<file path="src/rtl/xp_pkg.sv">
package xp_pkg;
    localparam int unsigned BYTE_W  = 8;
    localparam int unsigned PORTS   = 2;
    localparam int unsigned PIN_W   = BYTE_W * PORTS;
    localparam int unsigned IDX_W   = 3;
    localparam int unsigned CNT_W   = 4;

    typedef enum logic [3:0] {
        ST_IDLE,
        ST_ADDR,
        ST_ADDR_ACK,
        ST_CMD,
        ST_CMD_ACK,
        ST_WR,
        ST_WR_ACK,
        ST_RD,
        ST_RD_ACK
    } link_state_t;
endpackage

</file>
<file path="src/rtl/xp_bus_events.sv">
module xp_bus_events (
    input  logic clk,
    input  logic rst_n,
    input  logic scl_i,
    input  logic sda_i,
    output logic scl_rise,
    output logic scl_fall,
    output logic start_ev,
    output logic stop_ev
);
    logic scl_q, sda_q;

    always_ff @(posedge clk or negedge rst_n) begin
        if (!rst_n) begin
            scl_q <= 1'b1;
            sda_q <= 1'b1;
        end else begin
            scl_q <= scl_i;
            sda_q <= sda_i;
        end
    end

    assign scl_rise = scl_i & ~scl_q;
    assign scl_fall = ~scl_i & scl_q;
    assign start_ev = scl_i & scl_q & sda_q & ~sda_i;
    assign stop_ev  = scl_i & scl_q & ~sda_q & sda_i;
endmodule

</file>
<file path="src/rtl/xp_regfile.sv">
module xp_regfile
    import xp_pkg::*;
(
    input  logic                     clk,
    input  logic                     rst_n,
    input  logic                     wr_en,
    input  logic [IDX_W-1:0]         wr_idx,
    input  logic [BYTE_W-1:0]        wr_data,
    input  logic                     cap_en,
    input  logic [PIN_W-1:0]         pin_i,
    input  logic [IDX_W-1:0]         rd_idx,
    output logic [BYTE_W-1:0]        rd_data,
    output logic [PIN_W-1:0]         pin_o,
    output logic [PIN_W-1:0]         pin_oe
);
    logic [PORTS-1:0][BYTE_W-1:0] out_q, pol_q, cfg_q, cap_q;

    always_ff @(posedge clk or negedge rst_n) begin
        if (!rst_n) begin
            out_q <= '1;
            pol_q <= '0;
            cfg_q <= '1;
            cap_q <= '0;
        end else begin
            if (cap_en) begin
                cap_q <= pin_i;
            end
            if (wr_en) begin
                unique case (wr_idx[2:1])
                    2'd1:    out_q[wr_idx[0]] <= wr_data;
                    2'd2:    pol_q[wr_idx[0]] <= wr_data;
                    2'd3:    cfg_q[wr_idx[0]] <= wr_data;
                    default: ;
                endcase
            end
        end
    end

    always_comb begin
        unique case (rd_idx[2:1])
            2'd0:    rd_data = cap_q[rd_idx[0]] ^ pol_q[rd_idx[0]];
            2'd1:    rd_data = out_q[rd_idx[0]];
            2'd2:    rd_data = pol_q[rd_idx[0]];
            default: rd_data = cfg_q[rd_idx[0]];
        endcase
    end

    for (genvar p = 0; p < PORTS; p++) begin : g_port
        assign pin_o[p*BYTE_W +: BYTE_W]  = out_q[p];
        assign pin_oe[p*BYTE_W +: BYTE_W] = ~cfg_q[p];
    end


    regs_hold_chk: assert property (@(posedge clk) disable iff (!rst_n)
        !wr_en |=> ($stable(out_q) && $stable(pol_q) && $stable(cfg_q)));


    input_ro_chk: assert property (@(posedge clk) disable iff (!rst_n)
        (wr_en && wr_idx[2:1] == 2'd0) |=>
        ($stable(out_q) && $stable(pol_q) && $stable(cfg_q)));
endmodule

</file>
<file path="src/rtl/xp_link_fsm.sv">
module xp_link_fsm
    import xp_pkg::*;
#(
    parameter logic [3:0] ADDR_PREFIX = 4'b0100
) (
    input  logic               clk,
    input  logic               rst_n,
    input  logic               sda_i,
    input  logic               scl_rise,
    input  logic               scl_fall,
    input  logic               start_ev,
    input  logic               stop_ev,
    input  logic [2:0]         addr_pins,
    input  logic [BYTE_W-1:0]  rd_data,
    output logic               sda_oe,
    output logic               wr_en,
    output logic               cap_en,
    output logic [IDX_W-1:0]   ptr,
    output logic [BYTE_W-1:0]  wr_data
);
    link_state_t         state, nxt;
    logic [BYTE_W-1:0]   rx, tx;
    logic [CNT_W-1:0]    cnt;
    logic                addr_match, byte_end;

    assign addr_match = (rx[7:1] == {ADDR_PREFIX, addr_pins});
    assign byte_end   = scl_fall && (cnt == CNT_W'(BYTE_W));
    assign wr_data    = rx;

    always_ff @(posedge clk or negedge rst_n) begin
        if (!rst_n) state <= ST_IDLE;
        else        state <= nxt;
    end

    always_comb begin
        nxt = state;
        if (stop_ev) begin
            nxt = ST_IDLE;
        end else if (start_ev) begin
            nxt = ST_ADDR;
        end else begin
            unique case (state)
                ST_IDLE:     nxt = ST_IDLE;
                ST_ADDR:     if (byte_end) nxt = addr_match ? ST_ADDR_ACK : ST_IDLE;
                ST_ADDR_ACK: if (scl_fall) nxt = rx[0] ? ST_RD : ST_CMD;
                ST_CMD:      if (byte_end) nxt = ST_CMD_ACK;
                ST_CMD_ACK:  if (scl_fall) nxt = ST_WR;
                ST_WR:       if (byte_end) nxt = ST_WR_ACK;
                ST_WR_ACK:   if (scl_fall) nxt = ST_WR;
                ST_RD:       if (byte_end) nxt = ST_RD_ACK;
                ST_RD_ACK: begin
                    if (scl_rise && sda_i) nxt = ST_IDLE;
                    else if (scl_fall)     nxt = ST_RD;
                end
                default:     nxt = ST_IDLE;
            endcase
        end
    end

    always_comb begin
        sda_oe = 1'b0;
        wr_en  = 1'b0;
        cap_en = 1'b0;
        unique case (state)
            ST_ADDR_ACK, ST_CMD_ACK: sda_oe = 1'b1;
            ST_WR_ACK: begin
                sda_oe = 1'b1;
                wr_en  = scl_fall && !start_ev && !stop_ev;
            end
            ST_ADDR: cap_en = byte_end && addr_match && !start_ev && !stop_ev;
            ST_RD: begin
                sda_oe = ~tx[BYTE_W-1];
                cap_en = byte_end && !start_ev && !stop_ev;
            end
            default: ;
        endcase
    end

    always_ff @(posedge clk or negedge rst_n) begin
        if (!rst_n) begin
            rx  <= '0;
            tx  <= '1;
            cnt <= '0;
            ptr <= '0;
        end else if (start_ev || stop_ev) begin
            cnt <= '0;
        end else begin
            unique case (state)
                ST_ADDR, ST_CMD, ST_WR: begin
                    if (scl_rise && cnt < CNT_W'(BYTE_W)) begin
                        rx  <= {rx[BYTE_W-2:0], sda_i};
                        cnt <= cnt + 1'b1;
                    end
                    if (byte_end) cnt <= '0;
                end
                ST_RD: begin
                    if (scl_rise) cnt <= cnt + 1'b1;
                    if (byte_end)      cnt <= '0;
                    else if (scl_fall) tx  <= {tx[BYTE_W-2:0], 1'b1};
                end
                ST_ADDR_ACK: if (scl_fall && rx[0]) begin
                    tx  <= rd_data;
                    ptr <= {ptr[2:1], ~ptr[0]};
                end
                ST_CMD_ACK: if (scl_fall) ptr <= rx[IDX_W-1:0];
                ST_WR_ACK:  if (scl_fall) ptr <= {ptr[2:1], ~ptr[0]};
                ST_RD_ACK: if (scl_fall) begin
                    tx  <= rd_data;
                    ptr <= {ptr[2:1], ~ptr[0]};
                end
                default: ;
            endcase
        end
    end


    bad_addr_chk: assert property (@(posedge clk) disable iff (!rst_n)
        (state == ST_ADDR && byte_end && !addr_match && !start_ev && !stop_ev)
        |=> (state == ST_IDLE));


    ptr_alt_chk: assert property (@(posedge clk) disable iff (!rst_n)
        (state == ST_WR_ACK && scl_fall && !start_ev && !stop_ev)
        |=> (ptr == {$past(ptr[2:1]), ~$past(ptr[0])}));


    read_turn_chk: assert property (@(posedge clk) disable iff (!rst_n)
        (state == ST_ADDR_ACK && scl_fall && rx[0] && !start_ev && !stop_ev)
        |=> (state == ST_RD));


    nack_release_chk: assert property (@(posedge clk) disable iff (!rst_n)
        (state == ST_RD_ACK && scl_rise && sda_i && !start_ev && !stop_ev)
        |=> !sda_oe);
endmodule

</file>
<file path="src/rtl/gpio_pair_expander.sv">
module gpio_pair_expander
    import xp_pkg::*;
#(
    parameter logic [3:0] ADDR_PREFIX = 4'b0100
) (
    input  logic              clk,
    input  logic              rst_n,
    input  logic              scl_i,
    input  logic              sda_i,
    output logic              sda_oe,
    input  logic [2:0]        addr_pins,
    input  logic [PIN_W-1:0]  pin_i,
    output logic [PIN_W-1:0]  pin_o,
    output logic [PIN_W-1:0]  pin_oe
);
    logic scl_rise, scl_fall, start_ev, stop_ev;
    logic wr_en, cap_en;
    logic [IDX_W-1:0]  ptr;
    logic [BYTE_W-1:0] wr_data, rd_data;

    xp_bus_events u_events (
        .clk      (clk),
        .rst_n    (rst_n),
        .scl_i    (scl_i),
        .sda_i    (sda_i),
        .scl_rise (scl_rise),
        .scl_fall (scl_fall),
        .start_ev (start_ev),
        .stop_ev  (stop_ev)
    );

    xp_link_fsm #(.ADDR_PREFIX(ADDR_PREFIX)) u_link (
        .clk       (clk),
        .rst_n     (rst_n),
        .sda_i     (sda_i),
        .scl_rise  (scl_rise),
        .scl_fall  (scl_fall),
        .start_ev  (start_ev),
        .stop_ev   (stop_ev),
        .addr_pins (addr_pins),
        .rd_data   (rd_data),
        .sda_oe    (sda_oe),
        .wr_en     (wr_en),
        .cap_en    (cap_en),
        .ptr       (ptr),
        .wr_data   (wr_data)
    );

    xp_regfile u_regs (
        .clk     (clk),
        .rst_n   (rst_n),
        .wr_en   (wr_en),
        .wr_idx  (ptr),
        .wr_data (wr_data),
        .cap_en  (cap_en),
        .pin_i   (pin_i),
        .rd_idx  (ptr),
        .rd_data (rd_data),
        .pin_o   (pin_o),
        .pin_oe  (pin_oe)
    );
endmodule

</file>
<file path="config.mk">
export PLATFORM = sky130hd
export DESIGN_NAME = gpio_pair_expander
export DESIGN_NICKNAME = d
export VERILOG_FILES = /design/src/rtl/xp_pkg.sv /design/src/rtl/xp_bus_events.sv /design/src/rtl/xp_regfile.sv /design/src/rtl/xp_link_fsm.sv /design/src/rtl/gpio_pair_expander.sv
export SDC_FILE = /design/constraint.sdc
export NUM_CORES = 1
export LEC_CHECK = 0
export BUFFER_PORTS_ARGS = -buffer_cell sky130_fd_sc_hd__buf_2
export CORE_MARGIN = 2
export CORE_UTILIZATION = 31
export CTS_BUF_LIST = sky130_fd_sc_hd__clkbuf_8
export CTS_CLUSTER_DIAMETER = 120
export CTS_CLUSTER_SIZE = 10
export DETAILED_ROUTE_END_ITERATION = 12
export GPL_ROUTABILITY_DRIVEN = 0
export PLACE_DENSITY = 0.47
export SYNTH_ARGS = -nofsm -noshare
export SYNTH_HDL_FRONTEND = slang
export SYNTH_SLANG_ARGS = --single-unit
</file>
<file path="constraint.sdc">
create_clock -name clk -period 2.07 [get_ports clk]
set_input_delay 0.207 -clock clk [delete_from_list [all_inputs] [get_ports clk]]
set_output_delay 0.207 -clock clk [all_outputs]
set_load 0.02 [all_outputs]
</file>
==> metrics.csv <==
stage,metric,value,unit
logic_synthesis,sequential-to-total area share from yosys stat,47.8,%
final_layout,ratio of cells with drive above 1 in the final layout,50.7,%
logic_synthesis,count of synthesis-stage warnings from yosys,0,
logic_synthesis,dominant cells by area after synthesis,"sky130_fd_sc_hd__dfrtp_1 26%, sky130_fd_sc_hd__dfstp_2 22%, sky130_fd_sc_hd__mux2_2 13%",
logic_synthesis,distinct cell type count of the synthesized netlist,55,
critical_path,Top delay family on crit path,simple AND/OR/NAND/NOR gates,
sta,fin. max-slew vios,0,
sta,upper clock frequency limit,506,MHz
critical_path,cells along the critical path,nor4b_4 -> nand3_2 -> nor4_4 -> o21ai_2 -> buf_12 -> mux2_4,
routing,number of vias in the routed layout,3483,
clock_tree,hold bufs inserted after CTS,2,
critical_path,register-to-register setup slack,0.09,ns
global_route,aggregate global-route resource usage,16.0,%
routing,detail-routed net length per standard cell,17.9,µm
global_route,Overflow after GRT,0,
clock_tree,TritonCTS clock tree,yes,
logic_synthesis,Mapped Cells,407,
clock_tree,depth of the CTS H-tree,3,
clock_tree,clk sinks,93,
worst_hold_path,HP Start,pin_i[11],
floorplan,Core ar.,0.0158,mm²
floorplan,die boundary height,131,µm
routing,violation count after the first detailed-route iteration,161,
sta,relative max-transition margin,61.3,%
worst_hold_path,sink of the worst hold path,u_regs.cap_q[11],
critical_path,classification of the worst setup path,reg2reg,
logic_synthesis,cell type with the highest aggregate area in the netlist,sky130_fd_sc_hd__dfrtp_1,
run,Max Cap Viol,0,
critical_path,number of buffers and inverters on the critical path,1,
critical_path,startpoint of the worst-slack reg-to-reg timing path,u_link.wr_data[4],
critical_path,length in cells of the worst reg-to-reg path,6,
critical_path,CP Data Required Time,2.34,ns
critical_path,type of origin of the critical path,flip-flop,
critical_path,biggest fanout along the worst timing path,16,
logic_synthesis,"FF+latch count, synth",93,
run_status,status,"complete, no violations",
sta,final setup violating endpoints,0,
clock_tree,total clock buffers created by CTS,9,
final_layout,Area growth syn-to-layout,20.4,%
sta,setup TNS after final layout,0,ns
logic_synthesis,top cell types by occurrence after synthesis,"58 x sky130_fd_sc_hd__mux2_2, 51 x sky130_fd_sc_hd__dfrtp_1, 42 x sky130_fd_sc_hd__dfstp_2",
sta,Final Hold Fails,0,
routing,count of antenna-violating nets left after detailed routing,0,
routing,Via-to-Cell Ratio,4.87,
clock_tree,cts repair resizes,0,
worst_hold_path,cell depth of the worst min-delay path,2,
logic_synthesis,leading cell type by number of instances after synthesis,sky130_fd_sc_hd__mux2_2,
final_layout,post-route design area,0.00599,mm²
placement,HPWL reported at the end of detailed placement,9150,µm
clock_tree,clock edge transition at the registers on the reported setup and hold paths,0.10,ns
placement,number of port buffers,55,
final_layout,Diodes inserted,0,
sta,post-route worst hold slack,0.0467,ns
logic_synthesis,net count of the mapped netlist,432,
global_route,wire length of the first global-routing pass,20400,µm
worst_hold_path,worst min-delay path class,in2reg,
sta,unrepaired setup endpoints after global routing,false,
logic_synthesis,Avg Synthesized Cell Area,12.2,µm²
sta,actual transition at the worst max-transition pin,0.575,ns
logic_synthesis,post-synthesis instance area,0.00497,mm²
floorplan,standard-cell row count,46,
clock_tree,Clock Tree Buf Depth,2,
logic_synthesis,share of synthesized registers carrying an async set or reset,100,%
power_and_ir_drop,Max rail drop VDD,0.000318,V
critical_path,arrival time of data at the critical path endpoint,2.24,ns
final_layout,NumNets Final,519,
sta,final critical-path share of the clock period,95.5,%
routing,detailed-router iteration count before antenna repair,6,
routing,Total Wirelength,12800,µm
logic_synthesis,Post-synth top flop,sky130_fd_sc_hd__dfrtp_1,
global_route,number of antenna violations at the first check in global routing,0,
floorplan,Die Width,131,µm
floorplan,area enclosed by the die boundary,0.0171,mm²
global_route,pin count of the biggest net entering global routing,35,
global_route,number of global-route vias before repair,3658,
logic_synthesis,share of the synthesized area in the top cell type,25.7,%
floorplan,effective utilization at floorplan,31.5,%
critical_path,RR Endpoint,u_regs.cap_q[15],
power_and_ir_drop,power per cell area,655,mW/mm²
sta,clock skew after layout,0.0152,ns
sta,clock period minus final worst setup slack,1.98,ns
critical_path,maximum cell stage delay along the critical path,0.42,ns
critical_path,endpoint type of the worst setup path,flip-flop,
clock_tree,buffers inserted by post-CTS timing repair,0,
clock_tree,clock tree root driver cell,sky130_fd_sc_hd__clkbuf_8,
placement,instance area after placement,0.00579,mm²
critical_path,CP max stage cell,sky130_fd_sc_hd__dfrtp_1,
power_and_ir_drop,total leakage power,2.66,nW
clock_tree,clock latency on the worst-skew pair,0.38,ns
floorplan,Top-Level Pins,56,
routing,total DRC errors in the routed layout,0,
logic_synthesis,number of flops mapped to enable cells by yosys,0,
-- worst reg2reg max path, cell delays in order, from the launching register on --
cell and delay (ns):
sky130_fd_sc_hd__dfrtp_1 0.42, sky130_fd_sc_hd__nor4b_4 0.38, sky130_fd_sc_hd__nand3_2 0.13, sky130_fd_sc_hd__nor4_4 0.34
sky130_fd_sc_hd__o21ai_2 0.11, sky130_fd_sc_hd__buf_12 0.17, sky130_fd_sc_hd__mux2_4 0.31
-- flip-flops by register name, indices dropped and copies added (netlist names) --
| register | cells |
|---|---|
| u_regs.cap_q | 16 |
| u_regs.cfg_q | 16 |
| u_regs.pin_o | 16 |
| u_regs.pol_q | 16 |
| u_link.tx | 8 |
| u_link.wr_data | 8 |
| u_link.cnt | 4 |
| u_link.state | 4 |
| u_link.ptr | 3 |
| u_events.scl_q | 1 |
| u_events.sda_q | 1 |
-- area by class of cell --
class / count / area [µm²]
Fill cell: 1602 / 9780
Tap cell: 216 / 270
Clock buffer: 9 / 124
Inverter: 24 / 90.1
Timing Repair Buffer: 100 / 696
Multi-Input combinational cell: 266 / 2370
Clock inverter: 7 / 52.6
Sequential cell: 93 / 2380
-- worst max path at each step --
| stage | from | to | slack (ns) | depth (start not counted) |
|---|---|---|---|---|
| 6_report | u_link.wr_data[4] | u_regs.cap_q[15] | 0.09 | 6 |
| 5_1_grt | u_link.state[3] | u_regs.cap_q[15] | 0.02 | 6 |
| 4_1_cts | u_link.wr_data[4] | u_regs.cap_q[15] | 0.08 | 6 |
| 3_5_place_dp | u_link.wr_data[4] | u_regs.cap_q[15] | 0.11 | 6 |
| 3_3_place_gp | u_link.state[0] | u_regs.cfg_q[6] | 0.12 | 5 |
| 2_1_floorplan | u_events.scl_q | u_regs.cfg_q[0] | 0.09 | 6 |
-- logic make-up after synthesis --
| logic type | count (synthesis) | share of synthesized area [%] |
|---|---|---|
| muxes | 94 | 24.2 |
| DFF | 93 | 47.8 |
| AOI/OAI and AO/OA | 90 | 11.8 |
| and+or+nand+nor | 72 | 9.84 |
| buffers and inverters | 48 | 4.40 |
| xor gates and xnor gates | 8 | 1.41 |
| adders and majority gates | 2 | 0.503 |
-- routing by layer --
metal / part of all wire (%) / track usage [%]
met5: 0 / 0
met4: 2.7 / 7.20
met3: 4.5 / 2.81
met2: 45 / 24.5
met1: 48 / 22.3
-- cell usage in the layout, fill, tap and decap left out, drive strengths merged, types with 9 or more instances in the layout --
cell	count
mux2i	10
inv	27
mux2	76
nand2	17
dfrtp	51
nor2	17
a31oi	15
a21oi	15
o21ai	24
dfstp	42
buf	98
clkbuf	9
-- through the flow --
step	util [%]	cells	setup slack, ns	power, mW
after floorplan	-	407	0.0900	2.44
after global placement	36.7	697	0.121	2.82
after detailed placement	36.7	697	0.112	2.83
after CTS	38.0	715	0.0793	4.01
after global routing	38.0	715	0.0154	4.15
final	38.0	715	0.0931	3.92
-- where the power goes --
group          leakage, nW  switching (mW)  internal (mW)
Sequential            1.13          0.0992           1.91
Clock               0.0943           0.698          0.445
Combinational         1.44           0.449          0.319
Total                 2.66            1.25           2.68
Power figures use the tool's default switching activity.
